### src/rtl/i2c_seq_pkg.sv
package i2c_seq_pkg;
  localparam int BYTE_W  = 8;
  localparam int CMD_W   = 5;
  localparam int SHIFT_W = BYTE_W + 1;

  // command bit positions in the control word
  localparam int CB_START   = 0;
  localparam int CB_RESTART = 1;
  localparam int CB_STOP    = 2;
  localparam int CB_RX      = 3;
  localparam int CB_ACK     = 4;
  localparam int CB_ACKDATA = 5;
  localparam int CB_ACKSTAT = 6;
  localparam int CTL_RW     = CB_ACKSTAT + 1;

  typedef enum logic [2:0] {
    OP_NONE, OP_START, OP_RESTART, OP_STOP, OP_RX, OP_ACK, OP_TX
  } op_e;

  // strobes from control to datapath
  typedef struct packed {
    logic opStart;
    logic loadTx;
    logic loadRx;
    logic loadAck;
    logic shiftIn;
    logic sclLow;
    logic sclRel;
    logic sdaLow;
    logic sdaRel;
    logic sdaBit;
    logic capRx;
    logic capAck;
  } dp_stb_t;
endpackage

### src/rtl/i2c_seq_ctrl.sv
module i2c_seq_ctrl
  import i2c_seq_pkg::*;
#(
  parameter int DIV_W = 8
) (
  input  logic             clk,
  input  logic             rstN,
  input  logic [DIV_W-1:0] divVal,
  input  logic             ctlWe,
  input  logic [CMD_W-1:0] cmdField,
  input  logic             txWe,
  output dp_stb_t          stb,
  output op_e              curOp,
  output logic             busy,
  output logic             done,
  output logic             bitOp
);
  localparam int BITCNT_W = $clog2(SHIFT_W + 1);

  typedef enum logic [3:0] {
    S_IDLE, S_ST_A, S_ST_B, S_ST_C,
    S_RS_A, S_RS_B, S_RS_C, S_RS_D,
    S_SP_A, S_SP_B, S_SP_C,
    S_BIT_LO, S_BIT_HI, S_TAIL
  } state_e;

  state_e state, stateNxt;
  op_e op, newOp;
  logic [DIV_W-1:0] phaseCnt, divQ;
  logic [BITCNT_W-1:0] bitsLeft, bitsInit;
  logic cmdOne, accept, phaseEnd, isIdle;

  assign isIdle   = (state == S_IDLE);
  assign cmdOne   = (cmdField != '0) && ((cmdField & (cmdField - 1'b1)) == '0);
  assign phaseEnd = (phaseCnt == divQ);

  always_comb begin
    newOp = OP_NONE;
    if (ctlWe && cmdOne) begin
      if (cmdField[CB_START])        newOp = OP_START;
      else if (cmdField[CB_RESTART]) newOp = OP_RESTART;
      else if (cmdField[CB_STOP])    newOp = OP_STOP;
      else if (cmdField[CB_RX])      newOp = OP_RX;
      else                           newOp = OP_ACK;
    end else if (txWe) begin
      newOp = OP_TX;
    end
  end

  assign accept = isIdle && (newOp != OP_NONE);

  always_comb begin
    case (newOp)
      OP_TX:   bitsInit = BITCNT_W'(SHIFT_W - 1);
      OP_RX:   bitsInit = BITCNT_W'(BYTE_W - 1);
      default: bitsInit = '0;
    endcase
  end

  always_comb begin
    stb      = '0;
    stateNxt = state;
    if (isIdle) begin
      if (accept) begin
        stb.opStart = 1'b1;
        case (newOp)
          OP_START:   begin stateNxt = S_ST_A; stb.sclRel = 1'b1; stb.sdaRel = 1'b1; end
          OP_RESTART: begin stateNxt = S_RS_A; stb.sclLow = 1'b1; stb.sdaRel = 1'b1; end
          OP_STOP:    begin stateNxt = S_SP_A; stb.sclLow = 1'b1; stb.sdaLow = 1'b1; end
          OP_TX:      begin stateNxt = S_BIT_LO; stb.loadTx  = 1'b1; stb.sclLow = 1'b1; stb.sdaBit = 1'b1; end
          OP_RX:      begin stateNxt = S_BIT_LO; stb.loadRx  = 1'b1; stb.sclLow = 1'b1; stb.sdaBit = 1'b1; end
          OP_ACK:     begin stateNxt = S_BIT_LO; stb.loadAck = 1'b1; stb.sclLow = 1'b1; stb.sdaBit = 1'b1; end
          default:    stateNxt = S_IDLE;
        endcase
      end
    end else if (phaseEnd) begin
      case (state)
        S_ST_A:   begin stateNxt = S_ST_B; stb.sdaLow = 1'b1; end
        S_ST_B:   begin stateNxt = S_ST_C; stb.sclLow = 1'b1; end
        S_RS_A:   begin stateNxt = S_RS_B; stb.sclRel = 1'b1; end
        S_RS_B:   begin stateNxt = S_RS_C; stb.sdaLow = 1'b1; end
        S_RS_C:   begin stateNxt = S_RS_D; stb.sclLow = 1'b1; end
        S_SP_A:   begin stateNxt = S_SP_B; stb.sclRel = 1'b1; end
        S_SP_B:   begin stateNxt = S_SP_C; stb.sdaRel = 1'b1; end
        S_BIT_LO: begin stateNxt = S_BIT_HI; stb.sclRel = 1'b1; end
        S_BIT_HI: begin
          stb.shiftIn = 1'b1;
          stb.sclLow  = 1'b1;
          if (bitsLeft == '0) begin
            stateNxt = S_TAIL;
          end else begin
            stateNxt   = S_BIT_LO;
            stb.sdaBit = 1'b1;
          end
        end
        S_TAIL: begin
          stateNxt   = S_IDLE;
          stb.capRx  = (op == OP_RX);
          stb.capAck = (op == OP_TX);
        end
        default: stateNxt = S_IDLE;
      endcase
    end
  end

  always_ff @(posedge clk) begin
    if (!rstN) begin
      state    <= S_IDLE;
      op       <= OP_NONE;
      phaseCnt <= '0;
      divQ     <= '0;
      bitsLeft <= '0;
      done     <= 1'b0;
    end else begin
      done <= 1'b0;
      if (isIdle) begin
        if (accept) begin
          state    <= stateNxt;
          op       <= newOp;
          phaseCnt <= '0;
          divQ     <= divVal;
          bitsLeft <= bitsInit;
        end
      end else if (phaseEnd) begin
        phaseCnt <= '0;
        state    <= stateNxt;
        if (state == S_BIT_HI && bitsLeft != '0) bitsLeft <= bitsLeft - 1'b1;
        if (stateNxt == S_IDLE) begin
          done <= 1'b1;
          op   <= OP_NONE;
        end
      end else begin
        phaseCnt <= phaseCnt + 1'b1;
      end
    end
  end

  assign busy  = !isIdle;
  assign curOp = op;
  assign bitOp = (op == OP_TX) || (op == OP_RX) || (op == OP_ACK);

  // done lasts exactly one cycle and only once idle
  assert_done_single_R12: assert property (@(posedge clk) disable iff (!rstN)
    done |=> !done);
  assert_done_idle_R12: assert property (@(posedge clk) disable iff (!rstN)
    done |-> !busy);
  // the running operation cannot be replaced while busy
  assert_lockout_R9: assert property (@(posedge clk) disable iff (!rstN)
    (busy && $past(busy)) |-> $stable(op));
  // phase counter never passes the latched divider
  assert_phase_bound_R11: assert property (@(posedge clk) disable iff (!rstN)
    busy |-> (phaseCnt <= divQ));
endmodule

### src/rtl/i2c_seq_dp.sv
module i2c_seq_dp
  import i2c_seq_pkg::*;
(
  input  logic              clk,
  input  logic              rstN,
  input  dp_stb_t           stb,
  input  logic              ctlWe,
  input  logic              ackDataIn,
  input  logic [BYTE_W-1:0] txData,
  input  logic              sdaIn,
  output logic              sclOe,
  output logic              sdaOe,
  output logic [BYTE_W-1:0] rxData,
  output logic              rxFull,
  output logic              ackStat,
  output logic              ackData
);
  logic [SHIFT_W-1:0] shiftQ, loadVal, shiftNxt;
  logic ackNow, anyLoad;

  assign ackNow  = ctlWe ? ackDataIn : ackData;
  assign anyLoad = stb.loadTx || stb.loadRx || stb.loadAck;

  always_comb begin
    loadVal = {SHIFT_W{1'b1}};
    if (stb.loadTx)       loadVal = {txData, 1'b1};
    else if (stb.loadAck) loadVal = {ackNow, {BYTE_W{1'b1}}};
  end

  always_comb begin
    if (anyLoad)          shiftNxt = loadVal;
    else if (stb.shiftIn) shiftNxt = {shiftQ[SHIFT_W-2:0], sdaIn};
    else                  shiftNxt = shiftQ;
  end

  always_ff @(posedge clk) begin
    if (!rstN) begin
      shiftQ  <= '1;
      sclOe   <= 1'b0;
      sdaOe   <= 1'b0;
      rxData  <= '0;
      rxFull  <= 1'b0;
      ackStat <= 1'b0;
      ackData <= 1'b0;
    end else begin
      shiftQ <= shiftNxt;
      if (stb.sclLow)      sclOe <= 1'b1;
      else if (stb.sclRel) sclOe <= 1'b0;
      if (stb.sdaLow)      sdaOe <= 1'b1;
      else if (stb.sdaRel) sdaOe <= 1'b0;
      else if (stb.sdaBit) sdaOe <= ~shiftNxt[SHIFT_W-1];
      if (ctlWe) ackData <= ackDataIn;
      if (stb.capRx) begin
        rxData <= shiftQ[BYTE_W-1:0];
        rxFull <= 1'b1;
      end else if (stb.opStart) begin
        rxFull <= 1'b0;
      end
      if (stb.capAck) ackStat <= shiftQ[0];
    end
  end

  // a new received byte is flagged only by a receive capture
  assert_rxfull_src_R6: assert property (@(posedge clk) disable iff (!rstN)
    $rose(rxFull) |-> $past(stb.capRx));
  // SDA never moves while the controller releases SCL in the same cycle
  assert_no_sda_on_rise_R11: assert property (@(posedge clk) disable iff (!rstN)
    $past(stb.sclRel && !stb.sdaLow && !stb.sdaRel) |-> $stable(sdaOe));
endmodule

### src/rtl/i2c_cmd_master.sv
module i2c_cmd_master
  import i2c_seq_pkg::*;
#(
  parameter int DIV_W = 8
) (
  input  logic              clk,
  input  logic              rstN,
  input  logic [DIV_W-1:0]  divVal,
  input  logic              ctlWe,
  input  logic [5:0]        ctlWdata,
  output logic [CTL_RW-1:0] ctlRdata,
  input  logic              txWe,
  input  logic [7:0]        txData,
  output logic [7:0]        rxData,
  output logic              rxFull,
  output logic              busy,
  output logic              done,
  output logic              sclOe,
  output logic              sdaOe,
  input  logic              sdaIn
);
  dp_stb_t stb;
  op_e curOp;
  logic bitOp, ackStat, ackData;
  logic [CMD_W-1:0] cmdBits;

  i2c_seq_ctrl #(.DIV_W(DIV_W)) u_ctrl (
    .clk(clk), .rstN(rstN), .divVal(divVal), .ctlWe(ctlWe),
    .cmdField(ctlWdata[CMD_W-1:0]), .txWe(txWe), .stb(stb),
    .curOp(curOp), .busy(busy), .done(done), .bitOp(bitOp)
  );

  i2c_seq_dp u_dp (
    .clk(clk), .rstN(rstN), .stb(stb), .ctlWe(ctlWe),
    .ackDataIn(ctlWdata[CB_ACKDATA]), .txData(txData), .sdaIn(sdaIn),
    .sclOe(sclOe), .sdaOe(sdaOe), .rxData(rxData), .rxFull(rxFull),
    .ackStat(ackStat), .ackData(ackData)
  );

  always_comb begin
    cmdBits = '0;
    case (curOp)
      OP_START:   cmdBits[CB_START]   = 1'b1;
      OP_RESTART: cmdBits[CB_RESTART] = 1'b1;
      OP_STOP:    cmdBits[CB_STOP]    = 1'b1;
      OP_RX:      cmdBits[CB_RX]      = 1'b1;
      OP_ACK:     cmdBits[CB_ACK]     = 1'b1;
      default:    cmdBits = '0;
    endcase
  end

  assign ctlRdata = {ackStat, ackData, cmdBits};

  // at most one command bit reads as set
  assert_cmd_onehot_R8: assert property (@(posedge clk) disable iff (!rstN)
    $onehot0(ctlRdata[CMD_W-1:0]));
  // within byte and acknowledge phases SDA holds while SCL stays released
  assert_sda_hold_R11: assert property (@(posedge clk) disable iff (!rstN)
    (bitOp && !sclOe && $past(!sclOe)) |-> $stable(sdaOe));
  // a command bit is visible only while busy
  assert_cmd_busy_R12: assert property (@(posedge clk) disable iff (!rstN)
    (ctlRdata[CMD_W-1:0] != '0) |-> busy);
endmodule

### config.mk
export PLATFORM = sky130hd
export DESIGN_NAME = i2c_cmd_master
export DESIGN_NICKNAME = d
export VERILOG_FILES = /design/src/rtl/i2c_seq_pkg.sv /design/src/rtl/i2c_seq_ctrl.sv /design/src/rtl/i2c_seq_dp.sv /design/src/rtl/i2c_cmd_master.sv
export SDC_FILE = /design/constraint.sdc
export NUM_CORES = 1
export LEC_CHECK = 0
export CORE_UTILIZATION = 53
export DETAILED_ROUTE_END_ITERATION = 7
export HOLD_SLACK_MARGIN = 0.1
export PLACE_DENSITY = 0.92
export SLEW_MARGIN = 10
export SYNTH_ARGS = -nofsm -noshare
export SYNTH_HDL_FRONTEND = slang
export SYNTH_SLANG_ARGS = --single-unit
### constraint.sdc
create_clock -name clk -period 2.65 [get_ports clk]
set_input_delay 0.6625 -clock clk [delete_from_list [all_inputs] [get_ports clk]]
set_output_delay 0.6625 -clock clk [all_outputs]
set_load 0.05 [all_outputs]
**Word-level counts from Yosys, hierarchy flattened**

Index checks and enable logic that the tools add are counted.

- Flip-flop bits (word level): 50
- Bits of input ports: 27
- Output and inout port bits: 20
- Logic and storage cells: 145

- Add/sub/neg operators: 3
- Equality and inequality tests: 24
- Multiplexer cells: 68
- Bitwise logic cells: 4
- Reductions and logical operators: 32

Operator list:

| cell | number |
|---|---|
| 4-bit 2-to-1 mux | 12 |
| 9-bit 2-to-1 mux | 4 |
| 4-bit one-hot mux with 9 select lines | 1 |
| 8-bit 2-to-1 mux | 4 |
| 1-bit 2-to-1 mux | 31 |
| 3-bit 2-to-1 mux | 10 |
| 4-bit == test, second input constant | 5 |
| 3-bit == test, second input constant | 6 |
| 4-bit one-hot mux with 4 select lines | 1 |
| 3-bit by 2-bit == test with 1-bit output, second input constant | 4 |
| 4-bit by 3-bit == test with 1-bit output, second input constant | 3 |
| 4-bit zero test | 3 |
| 2-bit nonzero test | 6 |
| 3-bit OR reduction | 4 |
| 5-bit 2-to-1 mux | 2 |
| 8-bit by 1-bit adder with 8-bit output, second input constant | 1 |
| 8-bit == test | 1 |
| 4-bit one-hot mux with 2 select lines | 1 |
| 3-bit by 1-bit == test with 1-bit output, second input constant | 2 |
| 3-bit AND reduction | 2 |
| 3-bit nonzero test | 2 |
| 5-bit AND | 1 |
| 5-bit zero test | 1 |
| 5-bit nonzero test | 1 |
| 14 further kinds | 23 |

**Logic depth before layout (Yosys ltp)**

- Depth after elaboration: 17
- Gate-level depth with buffers: 8
- Gate-level depth less buffers: 8

**By module**

A second synthesis with hierarchy kept.

- Cells, all modules: 351
- Area total of the unflattened synthesis: 3040.4 um^2

By module, submodules not included:

| module | instances | cells each | area each (um^2) | seq. area each (um^2) |
|---|---|---|---|---|
| i2c_seq_ctrl | 1 | 244 | 2013.2 | 560.5 |
| i2c_seq_dp | 1 | 100 | 969.7 | 440.4 |
| i2c_cmd_master | 1 | 7 | 57.6 | 0.0 |

**Least setup slack after synthesis**

OpenSTA, ideal clock, no wires.

- Path kind: reg2reg
- Start: reg u_ctrl.op[2] (netlist: u_ctrl.curOp[2])
- End: reg u_dp.rxData[0]
- Library setup time: 0.117 ns
- Arrival: 2.371 ns
- Data required time: 2.533 ns
- Setup slack: 0.162 ns
- Stages on the path, launching flop included: 6
- Buffers on the path: 1
- Period minus slack after synthesis: 2.488 ns
- Cell sequence: dfxtp_1 > nor3b_1 > and3_1 > buf_2 > mux2i_1 > nor2b_1

- Word-level cells in the longest chain between the ends: 4

RTL lines:

| element | line | text |
|---|---|---|
| start, declared | i2c_seq_ctrl.sv:28 | `op_e op, newOp;` |
| start signal, assigned | i2c_seq_ctrl.sv:119 | `op <= newOp;` |
| 3-bit == test | i2c_seq_ctrl.sv:98 | `stb.capRx = (op == OP_RX);` |
| 2-bit 2-to-1 mux | i2c_seq_ctrl.sv:77 | `case (state)` |
| 8-bit 2-to-1 mux | i2c_seq_ctrl.sv:76 | `end else if (phaseEnd) begin` |
| 2-bit 2-to-1 mux | i2c_seq_ctrl.sv:63 | `if (isIdle) begin` |
| end signal, assigned | i2c_seq_dp.sv:54 | `rxData <= shiftQ[BYTE_W-1:0];` |
| end, declared | i2c_seq_dp.sv:13 | `output logic [BYTE_W-1:0] rxData,` |

Every way passes these cells.
A chain may end at the register's enable or synchronous reset.

**Final worst setup path**

- Start: reg u_ctrl.op[2] (netlist: u_ctrl.curOp[2])
- End: out ctlRdata[3]

- Word-level cells in the longest chain between the ends: 2

RTL lines:

| element | line | text |
|---|---|---|
| 3-bit == test | i2c_cmd_master.sv:42 | `case (curOp)` |
| 1-bit 2-to-1 mux | i2c_cmd_master.sv:42 |  |
| end, declared | i2c_cmd_master.sv:11 | `output logic [CTL_RW-1:0] ctlRdata,` |

Every way passes these cells.

==> flow_summary_export.csv <==
group,metric,value,unit
drt,vias_per_cell,5.97,
min_path,hold_depth,1,
floorplan,die_y,74.9,um
sta,finClkSkew,0.0115,ns
clock_network,cts_tree,"yes",
global_routing,antenna_found_initial,0,
drt,avgRoutedWirePerCell,15.1,um
global_routing,grt_max_degree,29,
synth,synth_edf_count,0,
global_routing,first_global_vias,2529,
sta,fin_ws,0.0870,ns
setup_path,worstPathRequired,1.99,ns
power_and_ir_drop,p_int,1.74,mW
sta,period_minus_slack,2.56,ns
power_and_ir_drop,p_clk_frac,0.148,
sta,worstMarginPinSlew,0.603,ns
global_routing,grtUsageTotal,0.270,
clock_network,hold_buffers,0,
placement,numPortBuffers,46,
synth,ys.flop_type,"dfxtp_1",
synth,ys_warn_count,0,
power_and_ir_drop,sw_frac_of_total,0.440,
drt,final_antenna_net_count,0,
floorplan,die_area,0.00561,sq mm
synth,yosysSeqAreaShare,0.348,
synth,synth_top_area_share,0.348,
min_path,hp-class,"flop to flop",
floorplan,die_width,74.9,um
flow_run,drv_cap,0,
placement,placed_area,0.00351,sq mm
clock_network,cts-root-buf,"clkbuf_8",
clock_network,numCtsBuffers,5,
synth,syn_inst,327,
synth,avgSynthCellArea,8.61,sq um
synth,synth_area_leaders,"dfxtp_1, mux2i_1, nor2_1, xnor2_1, a21oi_1",
synth,synth_top_cell_by_area,"dfxtp_1",
global_routing,grt_overflow,0,
power_and_ir_drop,vdd_drop_max,472,uV
synth,syn-cell-area,0.00282,sq mm
final_layout,drive_gt1_frac,0.148,
placement,dp_slack,-0.210,ns
synth,syn_nets,356,
clock_network,cts_buffer_depth,2,
drt,wirelength,6980,um
power_and_ir_drop,total_power,3.11,mW
setup_path,r2r_slack,0.22,ns
setup_path,crit_start,"u_ctrl.curOp[2]$_SDFFE_PN0P_",
clock_network,clk_latency,0.31,ns
power_and_ir_drop,p_sw,1.37,mW
power_and_ir_drop,p_per_area,856,mW/mm^2
floorplan,rows,26,
setup_path,cp-start-kind,"flop",
setup_path,worstSetupPathType,"flop to output pin",
drt,firstDrtPassIters,5,
sta,final-setup-viol-count,0,
power_and_ir_drop,pwr-share-seq,0.330,
sta,slew_headroom,0.596,
final_layout,antenna_cells,0,
synth,synth_cell_types,62,
sta,rsz0062_at_grt,"no",
floorplan,num_io_pins,47,
placement,place_congestion,0.853,
setup_path,worstPathMaxFanout,7,
power_and_ir_drop,leakage,1.40,nW
setup_path,reg2reg_from,"u_ctrl.bitsLeft[0]$_SDFFE_PN0P_",
setup_path,worst_r2r_path_depth,8,
power_and_ir_drop,combPwrFrac,0.521,
setup_path,crit_arrival,1.90,ns
final_layout,syn2layout_area_growth,29.1,%
synth,synth_common_cells,"dfxtp_1, nor2_1, mux2i_1, a21oi_1, nand2_1",
sta,fmax,390,MHz
clock_network,path_clk_slew,0.09,ns
floorplan,core,0.00511,sq mm
setup_path,crit_path_end_kind,"output pin",
clock_network,cts.sinks,49,
final_layout,finalInstanceArea,0.00364,sq mm
drt,num_vias,2763,
global_routing,grt_pass1_wl,11500,um
min_path,hold-path-endpoint,"u_ctrl.phaseCnt[7]$_SDFFE_PN0P_",
sta,drv_slew,0,
sta,min_period_over_period,0.967,
sta,hold_violations,0,
clock_network,htreeDepth,2,
drt,initialDrtViolationCount,319,
placement,dp_hpwl,5090,um
drt,drc,0,
floorplan,start_util,0.551,
synth,ys_ff_latch,49,
min_path,min-delay-start,"u_ctrl.phaseCnt[7]$_SDFFE_PN0P_",
synth,synth.most_common_cell,"dfxtp_1",
final_layout,final_nets,421,
outcome,status,"finished, final reports clean",
setup_path,reg2reg_to,"u_ctrl.bitsLeft[0]$_SDFFE_PN0P_",
synth,async_flop_share,0,
-- sequential cells by signal, summed over array words and instances (netlist names), 3 cells and up --
| register | count |
|---|---|
| u_ctrl.divQ | 8 |
| u_ctrl.phaseCnt | 8 |
| u_dp.rxData | 8 |
| u_dp.shiftQ | 8 |
| u_ctrl.bitsLeft | 4 |
| u_ctrl.state | 4 |
| u_ctrl.curOp | 3 |
-- timing repair --
item | 4_1_cts | 5_1_grt
buffers inserted | 0 | 0
endpoints found under the setup margin | 0 | 31
resized for setup | 0 | 5
-- worst max path at each step --
stage / to / slack, ns / depth (start not counted)
detailed placement: u_ctrl.divQ[0]$_SDFFE_PN0P_ / -0.21 / 8
global placement: u_dp.sdaOe$_SDFFE_PN0P_ / -0.18 / 9
global route: ctlRdata[3] / 0.006 / 2
CTS: ctlRdata[3] / 0.05 / 2
finish: ctlRdata[3] / 0.09 / 2
floorplan: u_dp.rxData[0]$_SDFFE_PN0P_ / 0.16 / 5
-- metrics by stage --
step | cells | hold WS, ns | TNS, ns | util
floorplan | 327 | 0.443 | 0 | -
global placement | 455 | 0.463 | -4.24 | 0.688
detailed placement | 455 | 0.473 | -5.74 | 0.688
CTS | 463 | 0.495 | 0 | 0.707
global route | 463 | 0.537 | 0 | 0.712
finish | 463 | 0.496 | 0 | 0.712
-- power groups by stage --
stage                     Sequential (mW)  Clock (mW)  Combinational, mW
after CTS                            1.02       0.468               1.58
after detailed placement             1.04           0               1.56
final                                1.03       0.461               1.62
after global routing                 1.05       0.493               1.76
after global placement               1.03           0               1.51
after floorplan                      1.02           0               1.07
-- routing by layer --
metal	share of wire	GRT usage	vias to the layer above	routed length [um]
li1	-	-	1318	-
met1	0.42	0.345	1303	2920
met2	0.50	0.460	121	3460
met3	0.062	0.0415	21	435
met4	0.022	0.103	0	153
met5	0	0	-	0
-- critical path: stages (launching register included) --
cell,delay [ns]
dfxtp_1,0.43
nor3b_1,0.30
clkdlybuf4s50_1,0.87
-- cells in the final DEF (no fill, tap or decap), types with 3 or more instances in the layout --
cell type / synthesis / routed
a22oi_1: 4 / 4
nand4_1: 3 / 3
and3_1: 5 / 5
o31ai_1: 3 / 3
nand3_1: 4 / 4
inv_1: 12 / 12
o211ai_1: 8 / 8
o21ai_1: 10 / 10
clkdlybuf4s50_1: 0 / 44
nor2_1: 30 / 30
buf_4: 3 / 34
nand2b_1: 7 / 7
a21oi_1: 18 / 18
mux2i_1: 21 / 21
or3_1: 4 / 4
nand2_1: 16 / 16
o2111ai_1: 6 / 6
xnor2_1: 11 / 10
clkbuf_8: 0 / 6
nor3_1: 6 / 6
dfxtp_1: 49 / 49
nor3b_1: 5 / 5
nand3b_1: 6 / 6
a21o_1: 3 / 3
o21ai_0: 10 / 10
nor2b_1: 13 / 13
a211oi_1: 3 / 3
-- logic make-up after synthesis --
kind of cell,synth area share
adder cells (fa/ha/maj),0.00888
multiplexers,0.0786
AO/OA/AOI/OAI,0.223
buffers and inverters,0.0564
AND/OR/NAND/NOR,0.244
flip-flops,0.348
XOR/XNOR,0.0404
-- layout make-up --
class	count	area, sq um
timing repair buffer	80	719
sequential	49	981
clock inverter	2	13.8
clock buffer	6	82.6
tap	70	87.6
inverter	13	48.8
multi-input combinational	243	1700
fill	394	1470
Note: power is estimated with default switching activity, not from simulation.
